### config.mk
export PLATFORM = sky130hd
export DESIGN_NAME = tun_decap_admit
export DESIGN_NICKNAME = d
export VERILOG_FILES = /design/src/rtl/tun_decap_pkg.sv /design/src/rtl/tun_decap_cfg.sv /design/src/rtl/tun_decap_chk.sv /design/src/rtl/tun_decap_out.sv /design/src/rtl/tun_decap_admit.sv
export SDC_FILE = /design/constraint.sdc
export NUM_CORES = 1
export LEC_CHECK = 0
export ABC_CLOCK_PERIOD_IN_PS = 4300
export BUFFER_PORTS_ARGS = -buffer_cell sky130_fd_sc_hd__buf_2
export CAP_MARGIN = 30
export CORE_MARGIN = 10
export CORE_UTILIZATION = 52
export DETAILED_ROUTE_END_ITERATION = 12
export PLACE_DENSITY = 0.85
export SYNTH_ARGS = -nofsm -noshare
export SYNTH_HDL_FRONTEND = slang
export SYNTH_SLANG_ARGS = --single-unit
### constraint.sdc
create_clock -name clk_i -period 4.3 [get_ports clk_i]
set_input_delay 0.645 -clock clk_i [delete_from_list [all_inputs] [get_ports clk_i]]
set_output_delay 0.645 -clock clk_i [all_outputs]
set_load 0.01 [all_outputs]
### src/rtl/tun_decap_pkg.sv
package tun_decap_pkg;
  typedef enum logic [1:0] {
    SRC_NONE = 2'd0,
    SRC_V4   = 2'd1,
    SRC_RSV  = 2'd2,
    SRC_V6   = 2'd3
  } src_mode_e;

  typedef enum logic [1:0] {
    ENC_IPIP    = 2'd0,
    ENC_GRE     = 2'd1,
    ENC_GRE_KEY = 2'd2,
    ENC_RSV     = 2'd3
  } enc_kind_e;

  localparam int NUM_KIND  = 3;
  localparam int NUM_CHK   = 3;
  localparam int FAIL_SRC  = 0;
  localparam int FAIL_TYPE = 1;
  localparam int FAIL_KEY  = 2;
  localparam int TRAP_W    = 8;
  localparam logic [TRAP_W-1:0] TRAP_DECAP_ERR = 8'hB1;
endpackage

### src/rtl/tun_decap_cfg.sv
module tun_decap_cfg
  import tun_decap_pkg::*;
#(
  parameter int ADDR_W = 32,
  parameter int IDX_W  = 12,
  parameter int KEY_W  = 32,
  parameter int RIF_W  = 16
) (
  input  logic                clk_i,
  input  logic                rst_ni,
  input  logic                we_i,
  input  logic [1:0]          src_mode_i,
  input  logic [NUM_KIND-1:0] type_mask_i,
  input  logic                key_chk_i,
  input  logic [ADDR_W-1:0]   v4_addr_i,
  input  logic [IDX_W-1:0]    v6_idx_i,
  input  logic [KEY_W-1:0]    key_i,
  input  logic [RIF_W-1:0]    rif_i,
  output src_mode_e           src_mode_o,
  output logic [NUM_KIND-1:0] type_mask_o,
  output logic                key_chk_o,
  output logic [ADDR_W-1:0]   v4_addr_o,
  output logic [IDX_W-1:0]    v6_idx_o,
  output logic [KEY_W-1:0]    key_o,
  output logic [RIF_W-1:0]    rif_o
);
  // Write lands on the edge; same-edge accepts still see the old value.
  always_ff @(posedge clk_i or negedge rst_ni) begin
    if (!rst_ni) begin
      src_mode_o  <= SRC_NONE;
      type_mask_o <= '0;
      key_chk_o   <= 1'b0;
      v4_addr_o   <= '0;
      v6_idx_o    <= '0;
      key_o       <= '0;
      rif_o       <= '0;
    end else if (we_i) begin
      src_mode_o  <= src_mode_e'(src_mode_i);
      type_mask_o <= type_mask_i;
      key_chk_o   <= key_chk_i;
      v4_addr_o   <= v4_addr_i;
      v6_idx_o    <= v6_idx_i;
      key_o       <= key_i;
      rif_o       <= rif_i;
    end
  end
endmodule

### src/rtl/tun_decap_chk.sv
module tun_decap_chk
  import tun_decap_pkg::*;
#(
  parameter int ADDR_W = 32,
  parameter int IDX_W  = 12,
  parameter int KEY_W  = 32
) (
  input  src_mode_e           mode_i,
  input  logic [NUM_KIND-1:0] mask_i,
  input  logic                key_chk_i,
  input  logic [ADDR_W-1:0]   exp_v4_i,
  input  logic [IDX_W-1:0]    exp_idx_i,
  input  logic [KEY_W-1:0]    exp_key_i,
  input  logic                is_v6_i,
  input  logic [ADDR_W-1:0]   v4_addr_i,
  input  logic                v6_hit_i,
  input  logic [IDX_W-1:0]    v6_idx_i,
  input  logic [1:0]          kind_i,
  input  logic [KEY_W-1:0]    key_i,
  output logic [NUM_CHK-1:0]  fail_o
);
  logic                src_fail;
  logic                key_fail;
  logic [NUM_KIND-1:0] kind_hot;

  always_comb begin
    unique case (mode_i)
      SRC_NONE: src_fail = 1'b0;
      SRC_V4:   src_fail = is_v6_i || (v4_addr_i != exp_v4_i);
      SRC_V6:   src_fail = !is_v6_i || !v6_hit_i || (v6_idx_i != exp_idx_i);
      default:  src_fail = 1'b1;
    endcase
  end

  // Kind decode; reserved kind lights no bit and so is never permitted.
  for (genvar k = 0; k < NUM_KIND; k++) begin : g_kind
    assign kind_hot[k] = (kind_i == k[1:0]);
  end

  always_comb begin
    key_fail = 1'b0;
    if (key_chk_i) begin
      unique case (enc_kind_e'(kind_i))
        ENC_IPIP:    key_fail = 1'b0;
        ENC_GRE_KEY: key_fail = (key_i != exp_key_i);
        default:     key_fail = 1'b1;
      endcase
    end
  end

  assign fail_o[FAIL_SRC]  = src_fail;
  assign fail_o[FAIL_TYPE] = ~|(kind_hot & mask_i);
  assign fail_o[FAIL_KEY]  = key_fail;
endmodule

### src/rtl/tun_decap_out.sv
module tun_decap_out
  import tun_decap_pkg::*;
#(
  parameter int RIF_W = 16
) (
  input  logic               clk_i,
  input  logic               rst_ni,
  input  logic               in_valid_i,
  output logic               in_ready_o,
  input  logic [NUM_CHK-1:0] fail_i,
  input  logic [RIF_W-1:0]   rif_i,
  output logic               out_valid_o,
  input  logic               out_ready_i,
  output logic               out_pass_o,
  output logic [TRAP_W-1:0]  out_trap_code_o,
  output logic [RIF_W-1:0]   out_rif_o,
  output logic [NUM_CHK-1:0] out_fail_o
);
  logic pass_d;

  assign in_ready_o = !out_valid_o || out_ready_i;
  assign pass_d     = (fail_i == '0);

  always_ff @(posedge clk_i or negedge rst_ni) begin
    if (!rst_ni) begin
      out_valid_o     <= 1'b0;
      out_pass_o      <= 1'b0;
      out_trap_code_o <= '0;
      out_rif_o       <= '0;
      out_fail_o      <= '0;
    end else if (in_ready_o) begin
      out_valid_o <= in_valid_i;
      if (in_valid_i) begin
        out_pass_o      <= pass_d;
        out_trap_code_o <= pass_d ? '0 : TRAP_DECAP_ERR;
        out_rif_o       <= pass_d ? rif_i : '0;
        out_fail_o      <= fail_i;
      end
    end
  end
endmodule

### src/rtl/tun_decap_admit.sv
module tun_decap_admit
  import tun_decap_pkg::*;
#(
  parameter int ADDR_W = 32,
  parameter int IDX_W  = 12,
  parameter int KEY_W  = 32,
  parameter int RIF_W  = 16
) (
  input  logic                clk_i,
  input  logic                rst_ni,
  input  logic                cfg_we_i,
  input  logic [1:0]          cfg_src_mode_i,
  input  logic [2:0]          cfg_type_mask_i,
  input  logic                cfg_key_chk_i,
  input  logic [ADDR_W-1:0]   cfg_v4_addr_i,
  input  logic [IDX_W-1:0]    cfg_v6_idx_i,
  input  logic [KEY_W-1:0]    cfg_key_i,
  input  logic [RIF_W-1:0]    cfg_rif_i,
  input  logic                in_valid_i,
  output logic                in_ready_o,
  input  logic                in_is_v6_i,
  input  logic [ADDR_W-1:0]   in_v4_addr_i,
  input  logic                in_v6_hit_i,
  input  logic [IDX_W-1:0]    in_v6_idx_i,
  input  logic [1:0]          in_kind_i,
  input  logic [KEY_W-1:0]    in_key_i,
  output logic                out_valid_o,
  input  logic                out_ready_i,
  output logic                out_pass_o,
  output logic [7:0]          out_trap_code_o,
  output logic [RIF_W-1:0]    out_rif_o,
  output logic [2:0]          out_fail_o
);
  src_mode_e           act_mode;
  logic [NUM_KIND-1:0] act_mask;
  logic                act_key_chk;
  logic [ADDR_W-1:0]   act_v4;
  logic [IDX_W-1:0]    act_idx;
  logic [KEY_W-1:0]    act_key;
  logic [RIF_W-1:0]    act_rif;
  logic [NUM_CHK-1:0]  fail_d;

  tun_decap_cfg #(.ADDR_W(ADDR_W), .IDX_W(IDX_W), .KEY_W(KEY_W), .RIF_W(RIF_W)) i_cfg (
    .clk_i       (clk_i),
    .rst_ni      (rst_ni),
    .we_i        (cfg_we_i),
    .src_mode_i  (cfg_src_mode_i),
    .type_mask_i (cfg_type_mask_i),
    .key_chk_i   (cfg_key_chk_i),
    .v4_addr_i   (cfg_v4_addr_i),
    .v6_idx_i    (cfg_v6_idx_i),
    .key_i       (cfg_key_i),
    .rif_i       (cfg_rif_i),
    .src_mode_o  (act_mode),
    .type_mask_o (act_mask),
    .key_chk_o   (act_key_chk),
    .v4_addr_o   (act_v4),
    .v6_idx_o    (act_idx),
    .key_o       (act_key),
    .rif_o       (act_rif)
  );

  tun_decap_chk #(.ADDR_W(ADDR_W), .IDX_W(IDX_W), .KEY_W(KEY_W)) i_chk (
    .mode_i    (act_mode),
    .mask_i    (act_mask),
    .key_chk_i (act_key_chk),
    .exp_v4_i  (act_v4),
    .exp_idx_i (act_idx),
    .exp_key_i (act_key),
    .is_v6_i   (in_is_v6_i),
    .v4_addr_i (in_v4_addr_i),
    .v6_hit_i  (in_v6_hit_i),
    .v6_idx_i  (in_v6_idx_i),
    .kind_i    (in_kind_i),
    .key_i     (in_key_i),
    .fail_o    (fail_d)
  );

  tun_decap_out #(.RIF_W(RIF_W)) i_out (
    .clk_i           (clk_i),
    .rst_ni          (rst_ni),
    .in_valid_i      (in_valid_i),
    .in_ready_o      (in_ready_o),
    .fail_i          (fail_d),
    .rif_i           (act_rif),
    .out_valid_o     (out_valid_o),
    .out_ready_i     (out_ready_i),
    .out_pass_o      (out_pass_o),
    .out_trap_code_o (out_trap_code_o),
    .out_rif_o       (out_rif_o),
    .out_fail_o      (out_fail_o)
  );
endmodule

# == Yosys cells after proc, flatten, opt, wreduce, memory -nomap -nowiden ==
# Cells that the tools add are included.
# word_totals
regBits,127
latch_bits,0
ram_bits,0
romBits,0
input_bits,183
wordCells,38
mem_count,0
# classes
add_sub_neg,0
multipliers,0
n_div,0
n_lt_le_gt_ge,0
n_eq_ne,7
shifts,0
mux,5
bitwise,1
n_reduce_logical,13
# op_table
op,count
32-bit != test,2
16-bit 2-to-1 mux,1
12-bit != test,1
8-bit 2-to-1 mux,1
2-bit by 1-bit equality test with 1-bit output (second input constant),2
2-bit equality test (second input constant),2
1-bit zero test,4
2-bit zero test,2
1-bit logical OR,4
3-bit AND,1
3-bit zero test,1
1-bit one-hot mux with 3 select lines,1
3-bit OR reduction,1
1-bit one-hot mux with 2 select lines,1
2-bit AND reduction,1
1-bit 2-to-1 mux,1

# == Logic depth before layout (Yosys ltp) ==
# Gate-level depths: netlist (run 1).
# logic_depth
ltp_word,6
mapped_depth,7

# == Hierarchy ==
# From an unflattened synthesis (run 1), not the netlist that was laid out.
# hier_totals
hier_cells,399
area_unflattened_um2,5647.9
# by_module_without_submodules
module,instances,cells_per_inst,area_per_inst_um2
tun_decap_cfg,1,207,3711.1
tun_decap_out,1,80,1044.8
tun_decap_chk,1,112,892.1

# == Worst setup path after synthesis (run 1) ==
# Ideal clock, no wire load.
# synth_path
kind,input to register
start,input in_v4_addr_i[21]
end,register i_out.out_rif_o[10]
setup_time_ns,0.065
arrival_ns,2.190
required_time_ns,4.235
setup_slack_ns,2.045
cell_stages,7
path_buffers,1
path_cell_list,xor2_1 -> or3_1 -> nor4_2 -> nand3_2 -> a221oi_4 -> buf_6 -> a22o_1
# synth_via
elab_chain_cells,5
# synth_rtl
element,line,text
start: declaration,tun_decap_admit.sv:22,"input logic [ADDR_W-1:0] in_v4_addr_i,"
32-bit != test,tun_decap_chk.sv:29,SRC_V4: src_fail = is_v6_i || (v4_addr_i != exp_v4_i);
1-bit logical OR,tun_decap_chk.sv:29,
1-bit one-hot mux with 3 select lines,tun_decap_chk.sv:27,unique case (mode_i)
3-bit zero test,tun_decap_out.sv:22,assign pass_d = (fail_i == '0);
16-bit 2-to-1 mux,tun_decap_out.sv:36,out_rif_o <= pass_d ? rif_i : '0;
end signal: assignment,tun_decap_out.sv:36,
end: declaration,tun_decap_out.sv:16,"output logic [RIF_W-1:0] out_rif_o,"
# Every way passes these cells.
# A chain may end at the register's enable or synchronous reset.

# == Worst setup path after layout (run 1) ==
# layout_path
start,register i_cfg.v4_addr_o[21]
end,register i_out.out_rif_o[11]
# layout_via
elab_chain_cells,5
# layout_rtl
element,line,text
start: declaration,tun_decap_cfg.sv:22,"output logic [ADDR_W-1:0] v4_addr_o,"
start signal: assignment,tun_decap_cfg.sv:41,v4_addr_o <= v4_addr_i;
32-bit != test,tun_decap_chk.sv:29,
1-bit logical OR,tun_decap_chk.sv:29,
1-bit one-hot mux with 3 select lines,tun_decap_chk.sv:27,
3-bit zero test,tun_decap_out.sv:22,
16-bit 2-to-1 mux,tun_decap_out.sv:36,
# Every way passes these cells.

==> flow_metrics.env, run 1 <==
export IMPL_grt_setup_unrepaired="no"
export IMPL_p_switching_uw=749
export IMPL_final_setup_tns_ns=0
export IMPL_cp_top_family="compound AO/OA/AOI/OAI gates"
export IMPL_clockRootBuffer="clkbuf_8"
export IMPL_seq_area_frac_synth_pct=56.0
export IMPL_finalSetupViolations=0
export IMPL_critPathMaxStageDelay_ns=0.80
export IMPL_worst_path_max_fanout=18
export IMPL_pwr_share_clk_pct=46.4
export IMPL_pre_cts_slack_ns=1.47
export IMPL_p_comb_share_pct=12.4
export IMPL_post_drt_wl_per_cell_um=18.5
export IMPL_drtPass1Iterations=4
export IMPL_rows=37
export IMPL_post_route_period_util_pct=57.2
export IMPL_period_needed_ns=2.46
export IMPL_cp_required_ns=4.74
export IMPL_path_class="register to register"
export IMPL_wl_um=13800
export IMPL_grt_overflow_total=0
export IMPL_cts_resized=0
export IMPL_hpwl_um=10700
export IMPL_io_buffers=208
export IMPL_tightest_slew_ns=0.842
export IMPL_clk_pin_slew_ns=0.06
export IMPL_vias_per_cell=5.07
export IMPL_final_common_cell="buf_2"
export IMPL_num_io_pins=213
export IMPL_critPathCaptureType="register"
export IMPL_fin_skew_ns=0.0118
export IMPL_die_h_um=122
export IMPL_worstPathArrival_ns=2.90
export IMPL_grt_first_pass_wirelength_um=21900
export IMPL_hold_class="input port to async pin"
export IMPL_cts_buffer_depth=2
export IMPL_postLayoutCellArea_um2=7150
export IMPL_path_buf_inv=0
export IMPL_slew_headroom_pct=43.9
export IMPL_cts_tree="built"
export IMPL_cts_hold_buffers=0
export IMPL_die_w_um=122
export IMPL_startpoint_type="register"
export IMPL_syn_inst=384
export IMPL_diodes=0
export IMPL_whs_ns=0.0242
export IMPL_dr_total_vias=3782
export IMPL_post_cts_setup_buffers=0
export IMPL_worst_slack_ns=1.84
export IMPL_grt_pass1_vias=4466
export IMPL_fill_cells=732
export IMPL_fmax_mhz=406
export IMPL_maxSlewViolCount=0
export IMPL_p_sw_share_pct=23.6
export IMPL_h_tree_depth=4
export IMPL_avgSynthCellArea_um2=14.0
export IMPL_antenna_found_initial=0
export IMPL_grt_usage_pct=18.8
export IMPL_cp_slowest_cell="a221oi_4"
export IMPL_placed_area_um2=6500
export IMPL_final_hold_viol_count=0
export IMPL_peakVddDrop_mv=0.260
export IMPL_cts_sinks=120
export IMPL_area_delta_synth_final_pct=33.4
export IMPL_final_cell_mix="buf_2, dfrtp_1, mux2_2, xnor2_1, nand4_1"
export IMPL_routabilityCongestion=0.794
export IMPL_p_int_uw=2430
export IMPL_drive_above_1_share_pct=54.4
export IMPL_synth_warnings=0
export IMPL_antenna_left=0
export IMPL_netlist_area_um2=5360
export IMPL_seq_power_share_pct=41.1
export IMPL_fp_coreArea_um2=10200
export IMPL_drt_iter0_drc=156
export IMPL_status="completed"
export IMPL_synth_seq_cells=120
export IMPL_leakage_uw=0.00330
export IMPL_power_density_nw_per_um2=444
export IMPL_ys_types=29
export IMPL_drcViolationCount=0
export IMPL_grt_max_degree=86
export IMPL_die_area_um2=14800
export IMPL_crit_path_cell_trace="xor2_1 > or3_1 > nor4_2 > nand3_2 > a221oi_4 > a22o_1"
export IMPL_cts_made_buffers=17
export IMPL_initial_utilization_pct=52.6
export IMPL_clk_latency_ns=0.51
export IMPL_maxCapViolCount=0
export IMPL_final_nets=780
==> layout make-up <==
class                           instances  area [um2]  share of cell area, %
Clock buffer                           18         428                   5.98
Tap cell                              136         170                   2.38
Sequential cell                       120        3000                   42.0
Multi-Input combinational cell        246        2260                   31.5
Clock inverter                         14         198                   2.76
Timing Repair Buffer                  212        1100                   15.3
==> synth_stat cells (all sizes together) <==
cell,count,area (um2)
nor3,1,5.00
nor2,2,7.51
a21o,1,7.51
mux2,98,1100
nand2b,2,12.5
clkbuf,12,45.0
buf,9,67.6
xor2,4,35.0
xnor2,72,631
a221oi,1,26.3
nand4,18,113
conb,1,3.75
nand2,7,26.3
nor4,5,43.8
a22o,16,140
mux2i,1,10.0
nand3,3,20.0
o21ai,4,20.0
or3,1,6.26
nand3b,1,7.51
and2,1,6.26
dfrtp,120,3000
a21oi,4,20.0
==> routing by layer <==
layer  GRT usage [%]  part of all wire, %
met5               0                    0
met2            32.2                   52
met3            8.60                  9.3
met4            7.53                  1.9
met1            19.7                   37
==> cell families (layout without fill, tap and decap cells) <==
kind of cell	count (synthesis)	in the layout	share of synthesized area, %
other	1	4	0.0700
buffers and inverters	21	244	2.10
flip-flops	120	120	56.0
XOR/XNOR	76	76	12.4
multiplexers	99	99	20.8
AND/OR/NAND/NOR	41	41	4.62
AO/OA/AOI/OAI	26	26	3.99
==> sequential cells by signal, indices dropped and copies added (netlist names), 2 cells and up <==
signal / count
i_out.out_rif_o: 16
i_cfg.src_mode_o: 2
i_cfg.type_mask_o: 3
i_cfg.v4_addr_o: 32
i_cfg.v6_idx_o: 12
i_cfg.key_o: 32
i_cfg.rif_o: 16
i_out.out_fail_o: 3
==> power by group through the flow <==
| stage | registers (uW) | logic [uW] | clock network (uW) |
|---|---|---|---|
| 5_1_grt | 1320 | 437 | 1570 |
| 4_1_cts | 1310 | 399 | 1500 |
| 6_report | 1310 | 395 | 1470 |
| 3_3_place_gp | 1320 | 378 | 0 |
| 3_5_place_dp | 1330 | 396 | 0 |
| 2_1_floorplan | 1310 | 234 | 0 |
==> metrics by stage <==
stage          utilization (%)  cells  total power [uW]
6_report                  70.2    746              3180
5_1_grt                   70.2    746              3320
4_1_cts                   69.9    745              3210
3_5_place_dp              63.8    713              1720
3_3_place_gp              63.8    713              1700
2_1_floorplan                -    387              1550
==> final timing paths <==
path | from | to | slack, ns | depth (start not counted)
worst min-delay path | rst_ni | i_cfg.v6_idx_o[4] | 0.02 | 1
min in group clk_i | cfg_key_i[12] | i_cfg.key_o[12] | 0.35 | 2
worst min register to register | i_out.out_pass_o | i_out.out_pass_o | 0.48 | 1
worst max-delay path | i_cfg.v4_addr_o[21] | i_out.out_rif_o[11] | 1.84 | 6
max in group asynchronous | rst_ni | i_cfg.rif_o[2] | 3.29 | 2
worst max register to register | i_cfg.v4_addr_o[21] | i_out.out_rif_o[11] | 1.84 | 6
==> worst register-to-register path: stages, from the launching register on <==
cell and delay [ns]:
dfrtp_1 0.38, xor2_1 0.16, or3_1 0.33, nor4_2 0.31
nand3_2 0.16, a221oi_4 0.80, a22o_1 0.26
Note: power is estimated with default switching activity, not from simulation.
==> inputs of run 2 (changes only) <==
--- a/config.mk
+++ b/config.mk
@@ -5,13 +5,13 @@
 export SDC_FILE = /design/constraint.sdc
 export NUM_CORES = 1
 export LEC_CHECK = 0
-export ABC_CLOCK_PERIOD_IN_PS = 4300
+export ABC_CLOCK_PERIOD_IN_PS = 2300
 export BUFFER_PORTS_ARGS = -buffer_cell sky130_fd_sc_hd__buf_2
 export CAP_MARGIN = 30
 export CORE_MARGIN = 10
-export CORE_UTILIZATION = 52
+export CORE_UTILIZATION = 49
 export DETAILED_ROUTE_END_ITERATION = 12
-export PLACE_DENSITY = 0.85
+export PLACE_DENSITY = 0.81
 export SYNTH_ARGS = -nofsm -noshare
 export SYNTH_HDL_FRONTEND = slang
 export SYNTH_SLANG_ARGS = --single-unit
==> constraint.sdc (replaced) <==
create_clock -name clk_i -period 2.3 [get_ports clk_i]
set_input_delay 0.345 -clock clk_i [delete_from_list [all_inputs] [get_ports clk_i]]
set_output_delay 0.345 -clock clk_i [all_outputs]
set_load 0.01 [all_outputs]
==> run 2 against run 1 <==
Net effect:
- core utilization is 3.9 points lower
- routed wire length fell by 1.8%
- critical path depth is 2 higher
- worst setup slack worse by 1.6 ns
- register-to-register slack worse by 1.6 ns
- clock-buffer cell count rose by 5
- non-clock buffer count is 2 higher
- sequential share of layout area about the same
==> flow_metrics.env, run 2 (same netlist as run 1, synthesis figures left out) <==
export IMPL_path_class="register to register"
export IMPL_cts_resized=0
export IMPL_final_setup_tns_ns=0
export IMPL_dr_total_vias=3779
export IMPL_h_tree_depth=4
export IMPL_drive_above_1_share_pct=53.8
export IMPL_io_buffers=208
export IMPL_busiest_layer="met2"
export IMPL_final_nets=782
export IMPL_die_area_um2=15500
export IMPL_wl_um=13600
export IMPL_met1_usage_pct=18.2
export IMPL_worst_slack_ns=0.218
export IMPL_hpwl_um=10400
export IMPL_use_met3_pct=8.89
export IMPL_grt_max_degree=121
export IMPL_cts_hold_buffers=1
export IMPL_critPathMaxStageDelay_ns=0.43
export IMPL_worst_path_max_fanout=18
export IMPL_cts_made_buffers=17
export IMPL_hold_class="input port to register"
export IMPL_final_hold_viol_count=0
export IMPL_critPathCaptureType="register"
export IMPL_fmax_mhz=480
export IMPL_antenna_found_initial=2
export IMPL_drcViolationCount=0
export IMPL_grt_first_pass_wirelength_um=22000
export IMPL_cts_tree="built"
export IMPL_grt_setup_unrepaired="no"
export IMPL_tightest_slew_ns=0.660
export IMPL_post_route_period_util_pct=90.5
export IMPL_status="completed"
export IMPL_vias_per_cell=5.03
export IMPL_num_io_pins=213
export IMPL_drt_iter0_drc=163
export IMPL_worstPathArrival_ns=2.53
export IMPL_fp_coreArea_um2=10800
export IMPL_routabilityCongestion=0.826
export IMPL_cts_sinks=120
export IMPL_reg_largest_list="i_cfg.key_o (32), i_cfg.v4_addr_o (32)"
export IMPL_post_cts_setup_buffers=0
export IMPL_clockRootBuffer="clkbuf_8"
export IMPL_clk_pin_slew_ns=0.06
export IMPL_startpoint_type="register"
export IMPL_die_h_um=125
export IMPL_peakVddDrop_mv=0.465
export IMPL_power_density_nw_per_um2=809
export IMPL_leakage_uw=0.00330
export IMPL_grt_overflow_total=0
export IMPL_maxSlewViolCount=0
export IMPL_area_delta_synth_final_pct=33.5
export IMPL_final_common_cell="buf_2"
export IMPL_grt_usage_pct=17.5
export IMPL_whs_ns=0.0553
export IMPL_grt_pass1_vias=4409
export IMPL_initial_utilization_pct=49.7
export IMPL_drtPass1Iterations=4
export IMPL_post_drt_wl_per_cell_um=18.0
export IMPL_cts_buffer_depth=2
export IMPL_final_cell_mix="buf_2, dfrtp_1, mux2_2, xnor2_1, nand4_1"
export IMPL_cp_required_ns=2.74
export IMPL_finalSetupViolations=0
export IMPL_crit_path_cell_trace="xnor2_1 > nand4_1 > nor4_1 > buf_4 > nand2_1 > a221oi_4 > buf_12 > a22o_1"
export IMPL_maxCapViolCount=0
export IMPL_fin_skew_ns=0.00746
export IMPL_rows=38
export IMPL_clk_latency_ns=0.51
export IMPL_period_needed_ns=2.08
export IMPL_cp_slowest_cell="nor4_1"
export IMPL_use_met2_pct=29.8
export IMPL_slew_headroom_pct=56.0
export IMPL_die_w_um=125
export IMPL_antenna_left=0
export IMPL_pre_cts_slack_ns=0.127
run 2: cell types whose count changed in the layout (fill, tap and decap cells not counted), moves of 2 or more:
cell / change
clkinv_4: -4
inv_6: -2
buf_12: +3
clkbuf_8: +2
clkbuf_1: +3
run 2: power breakdown:
| group | switching [uW] | leakage, uW | internal, uW |
|---|---|---|---|
| Clock | 885 | 0.000284 | 1720 |
| Sequential | 130 | 0.00144 | 2310 |
| Combinational | 301 | 0.00158 | 436 |
run 2: area by class of cell:
class / instances / area (um2)
Clock buffer: 23 / 467
Timing Repair Buffer: 214 / 1130
Clock inverter: 8 / 120
Sequential cell: 120 / 3000
Tap cell: 140 / 175
Antenna cell: 1 / 2.50
Multi-Input combinational cell: 246 / 2260
Fill cell: 836 / 3640
run 2: worst max-delay path: cells and delay by family (launching register included):
kind	cells	cell delay (ns)
simple gates	3	0.65
compound gates	2	0.43
xor+xnor	1	0.18
flops	1	0.39
buf+inv	2	0.37
run 2: path summary, 6_finish.rpt:
kind                                 from                 end  slack [ns]  cells after the start
setup / recovery           i_cfg.key_o[4]  i_out.out_rif_o[1]        0.22                      8
hold / removal               cfg_key_i[5]      i_cfg.key_o[5]        0.06                      2
setup reg to reg           i_cfg.key_o[4]  i_out.out_rif_o[1]        0.22                      8
hold reg to reg            i_cfg.rif_o[6]  i_out.out_rif_o[6]        0.49                      1
max in group asynchronous          rst_ni     i_cfg.key_o[21]        1.33                      3
min in group asynchronous          rst_ni      i_cfg.rif_o[4]        0.44                      3
run 2: layer usage:
| metal | vias up | share of wire [%] | wire, um |
|---|---|---|---|
| li1 | 1785 | - | - |
| met1 | 1831 | 37 | 5050 |
| met2 | 143 | 51 | 6970 |
| met3 | 18 | 10 | 1350 |
| met4 | 2 | 1.4 | 186 |
| met5 | - | 0.096 | 13 |
run 2: through the flow:
step                utilization, %  instances  total power, uW  area [um2]
floorplan                        -        387             2890        5370
global placement              60.7        719             3180        6560
detailed placement            60.7        719             3220        6560
CTS                           66.3        751             5860        7150
global route                  66.3        751             6030        7150
finish                        66.3        752             5790        7150
==> inputs of run 3 (changes only) <==
--- a/config.mk
+++ b/config.mk
@@ -9,9 +9,9 @@
 export BUFFER_PORTS_ARGS = -buffer_cell sky130_fd_sc_hd__buf_2
 export CAP_MARGIN = 30
 export CORE_MARGIN = 10
-export CORE_UTILIZATION = 49
+export CORE_UTILIZATION = 40
 export DETAILED_ROUTE_END_ITERATION = 12
-export PLACE_DENSITY = 0.81
+export PLACE_DENSITY = 0.68
 export SYNTH_ARGS = -nofsm -noshare
 export SYNTH_HDL_FRONTEND = slang
 export SYNTH_SLANG_ARGS = --single-unit
==> run 3 against run 2 <==
Net effect:
- non-clock buffer count grew 1
- register-to-register slack gained 0.03 ns
- maximum frequency increased by 1.4%
- critical endpoint is now i_out.out_rif_o[2]
- first-iteration DRC count fell by 37%
- sequential share of layout area decreased by 0.42 points
- combinational power barely moved
- clock skew shrank 0.0018 ns
- cell area rose by 1.0%
- largest power group unchanged
- clock power is 4% higher
- sequential cell count stayed put
- core utilization fell by 11 points
==> flow_metrics.env, run 3 (same netlist as run 1, synthesis figures left out) <==
export IMPL_status="completed"
export IMPL_post_drt_wl_per_cell_um=16.8
export IMPL_dp_cells=756
export IMPL_reg_largest_list="i_cfg.key_o (32), i_cfg.v4_addr_o (32)"
export IMPL_finalSetupViolations=0
export IMPL_worstPathArrival_ns=2.40
export IMPL_path_class="register to register"
export IMPL_hold_class="input port to register"
export IMPL_critPathCaptureType="register"
export IMPL_vias_per_cell=4.76
export IMPL_clk_latency_ns=0.41
export IMPL_area_delta_synth_final_pct=34.8
export IMPL_io_buffers=208
export IMPL_drcViolationCount=0
export IMPL_wl_um=13300
export IMPL_drt_iter0_drc=102
export IMPL_power_density_nw_per_um2=815
export IMPL_use_met3_pct=7.23
export IMPL_final_common_cell="buf_2"
export IMPL_hold_path_depth=2
export IMPL_grt_max_degree=99
export IMPL_r2r_end="i_out.out_rif_o[2]"
export IMPL_hp_start="cfg_key_i[12]"
export IMPL_cts_buffer_depth=2
export IMPL_antenna_left=0
export IMPL_maxSlewViolCount=0
export IMPL_hpwl_um=10400
export IMPL_min_to="i_cfg.key_o[12]"
export IMPL_grt_pass1_vias=4299
export IMPL_cts_tree="built"
export IMPL_cts_resized=0
export IMPL_met1_usage_pct=15.5
export IMPL_initial_utilization_pct=40.6
export IMPL_final_hold_viol_count=0
export IMPL_busiest_layer="met2"
export IMPL_grt_setup_unrepaired="no"
export IMPL_fmax_mhz=487
export IMPL_seq_area_um2=3000
export IMPL_period_needed_ns=2.05
export IMPL_cp_slowest_cell="dfrtp_1"
export IMPL_post_cts_setup_buffers=0
export IMPL_cts_sinks=120
export IMPL_multi_input_area_um2=2260
export IMPL_antenna_found_initial=0
export IMPL_peakVddDrop_mv=0.513
export IMPL_num_io_pins=213
export IMPL_drive_above_1_share_pct=54.3
export IMPL_stdcell_count=789
export IMPL_startpoint_type="register"
export IMPL_clk_pin_slew_ns=0.05
export IMPL_diodes=0
export IMPL_rr_worst_depth=8
export IMPL_worst_path_max_fanout=18
export IMPL_fin_skew_ns=0.00561
export IMPL_h_tree_depth=4
export IMPL_critPathMaxStageDelay_ns=0.38
export IMPL_crit_path_cell_trace="xnor2_1 > nand4_1 > nor4_1 > buf_4 > nand2_1 > a221oi_4 > buf_12 > a22o_1"
export IMPL_maxCapViolCount=0
export IMPL_fp_coreArea_um2=13200
export IMPL_final_cell_mix="buf_2, dfrtp_1, mux2_2, xnor2_1, nand4_1"
export IMPL_routabilityCongestion=0.808
export IMPL_use_met2_pct=23.8
export IMPL_dr_total_vias=3752
export IMPL_r2r_slack_ns=0.25
export IMPL_final_setup_tns_ns=0
export IMPL_rows=42
export IMPL_die_h_um=136
export IMPL_fill_cells=1141
export IMPL_final_nets=783
export IMPL_cts_made_buffers=17
export IMPL_tightest_slew_ns=0.537
export IMPL_cp_required_ns=2.65
export IMPL_post_route_period_util_pct=89.2
export IMPL_cts_hold_buffers=1
export IMPL_slew_headroom_pct=64.2
export IMPL_clockRootBuffer="clkbuf_16"
export IMPL_grt_usage_pct=14.4
export IMPL_grt_first_pass_wirelength_um=21100
export IMPL_die_w_um=136
export IMPL_die_area_um2=18400
export IMPL_r2r_start="i_cfg.key_o[14]"
export IMPL_grt_overflow_total=0
export IMPL_leakage_uw=0.00333
export IMPL_drtPass1Iterations=4
[run 3: layer usage]
metal,part of all wire [%],vias up
li1,-,1788
met5,0,-
met1,38,1805
met4,1.6,0
met3,10,20
met2,50,139
[run 3: worst max-delay path: cells and delay by family (launching register included)]
family	cells	cell delay, ns
compound gates	2	0.43
xor+xnor	1	0.19
buf+inv	2	0.36
flops	1	0.38
simple gates	3	0.61
[run 3: worst max-delay path by stage]
stage                             start             endpoint
floorplan           i_cfg.v4_addr_o[21]  i_out.out_rif_o[10]
finish                  i_cfg.key_o[14]   i_out.out_rif_o[2]
global placement            in_key_i[1]   i_out.out_rif_o[7]
CTS                      i_cfg.key_o[1]   i_out.out_rif_o[2]
global route            i_cfg.key_o[17]   i_out.out_rif_o[2]
detailed placement         in_key_i[14]   i_out.out_rif_o[2]
[run 3: area by class of cell]
type	count	area share, %
clock buffers	18	5.94
repair buffers	215	15.8
well taps	176	3.05
clock inverters	14	2.49
flip-flops and latches	120	41.6
multi-input cells	246	31.2
[run 3: power breakdown]
group	switching [uW]	leakage, uW	internal [uW]
registers	126	0.00144	2310
clock network	919	0.000303	1800
logic	298	0.00158	437
[run 3: stage by stage]
step	total power (uW)	worst slack (ns)	hold WS, ns	utilization (%)	instance area (um2)
finish	5890	0.248	0.149	54.8	7230
global route	6180	0.0109	0.131	54.8	7230
CTS	5980	0.148	0.132	54.8	7230
detailed placement	3220	0.108	0.222	50.1	6610
global placement	3190	0.158	0.224	50.1	6610
floorplan	2890	0.301	0.0494	-	5370
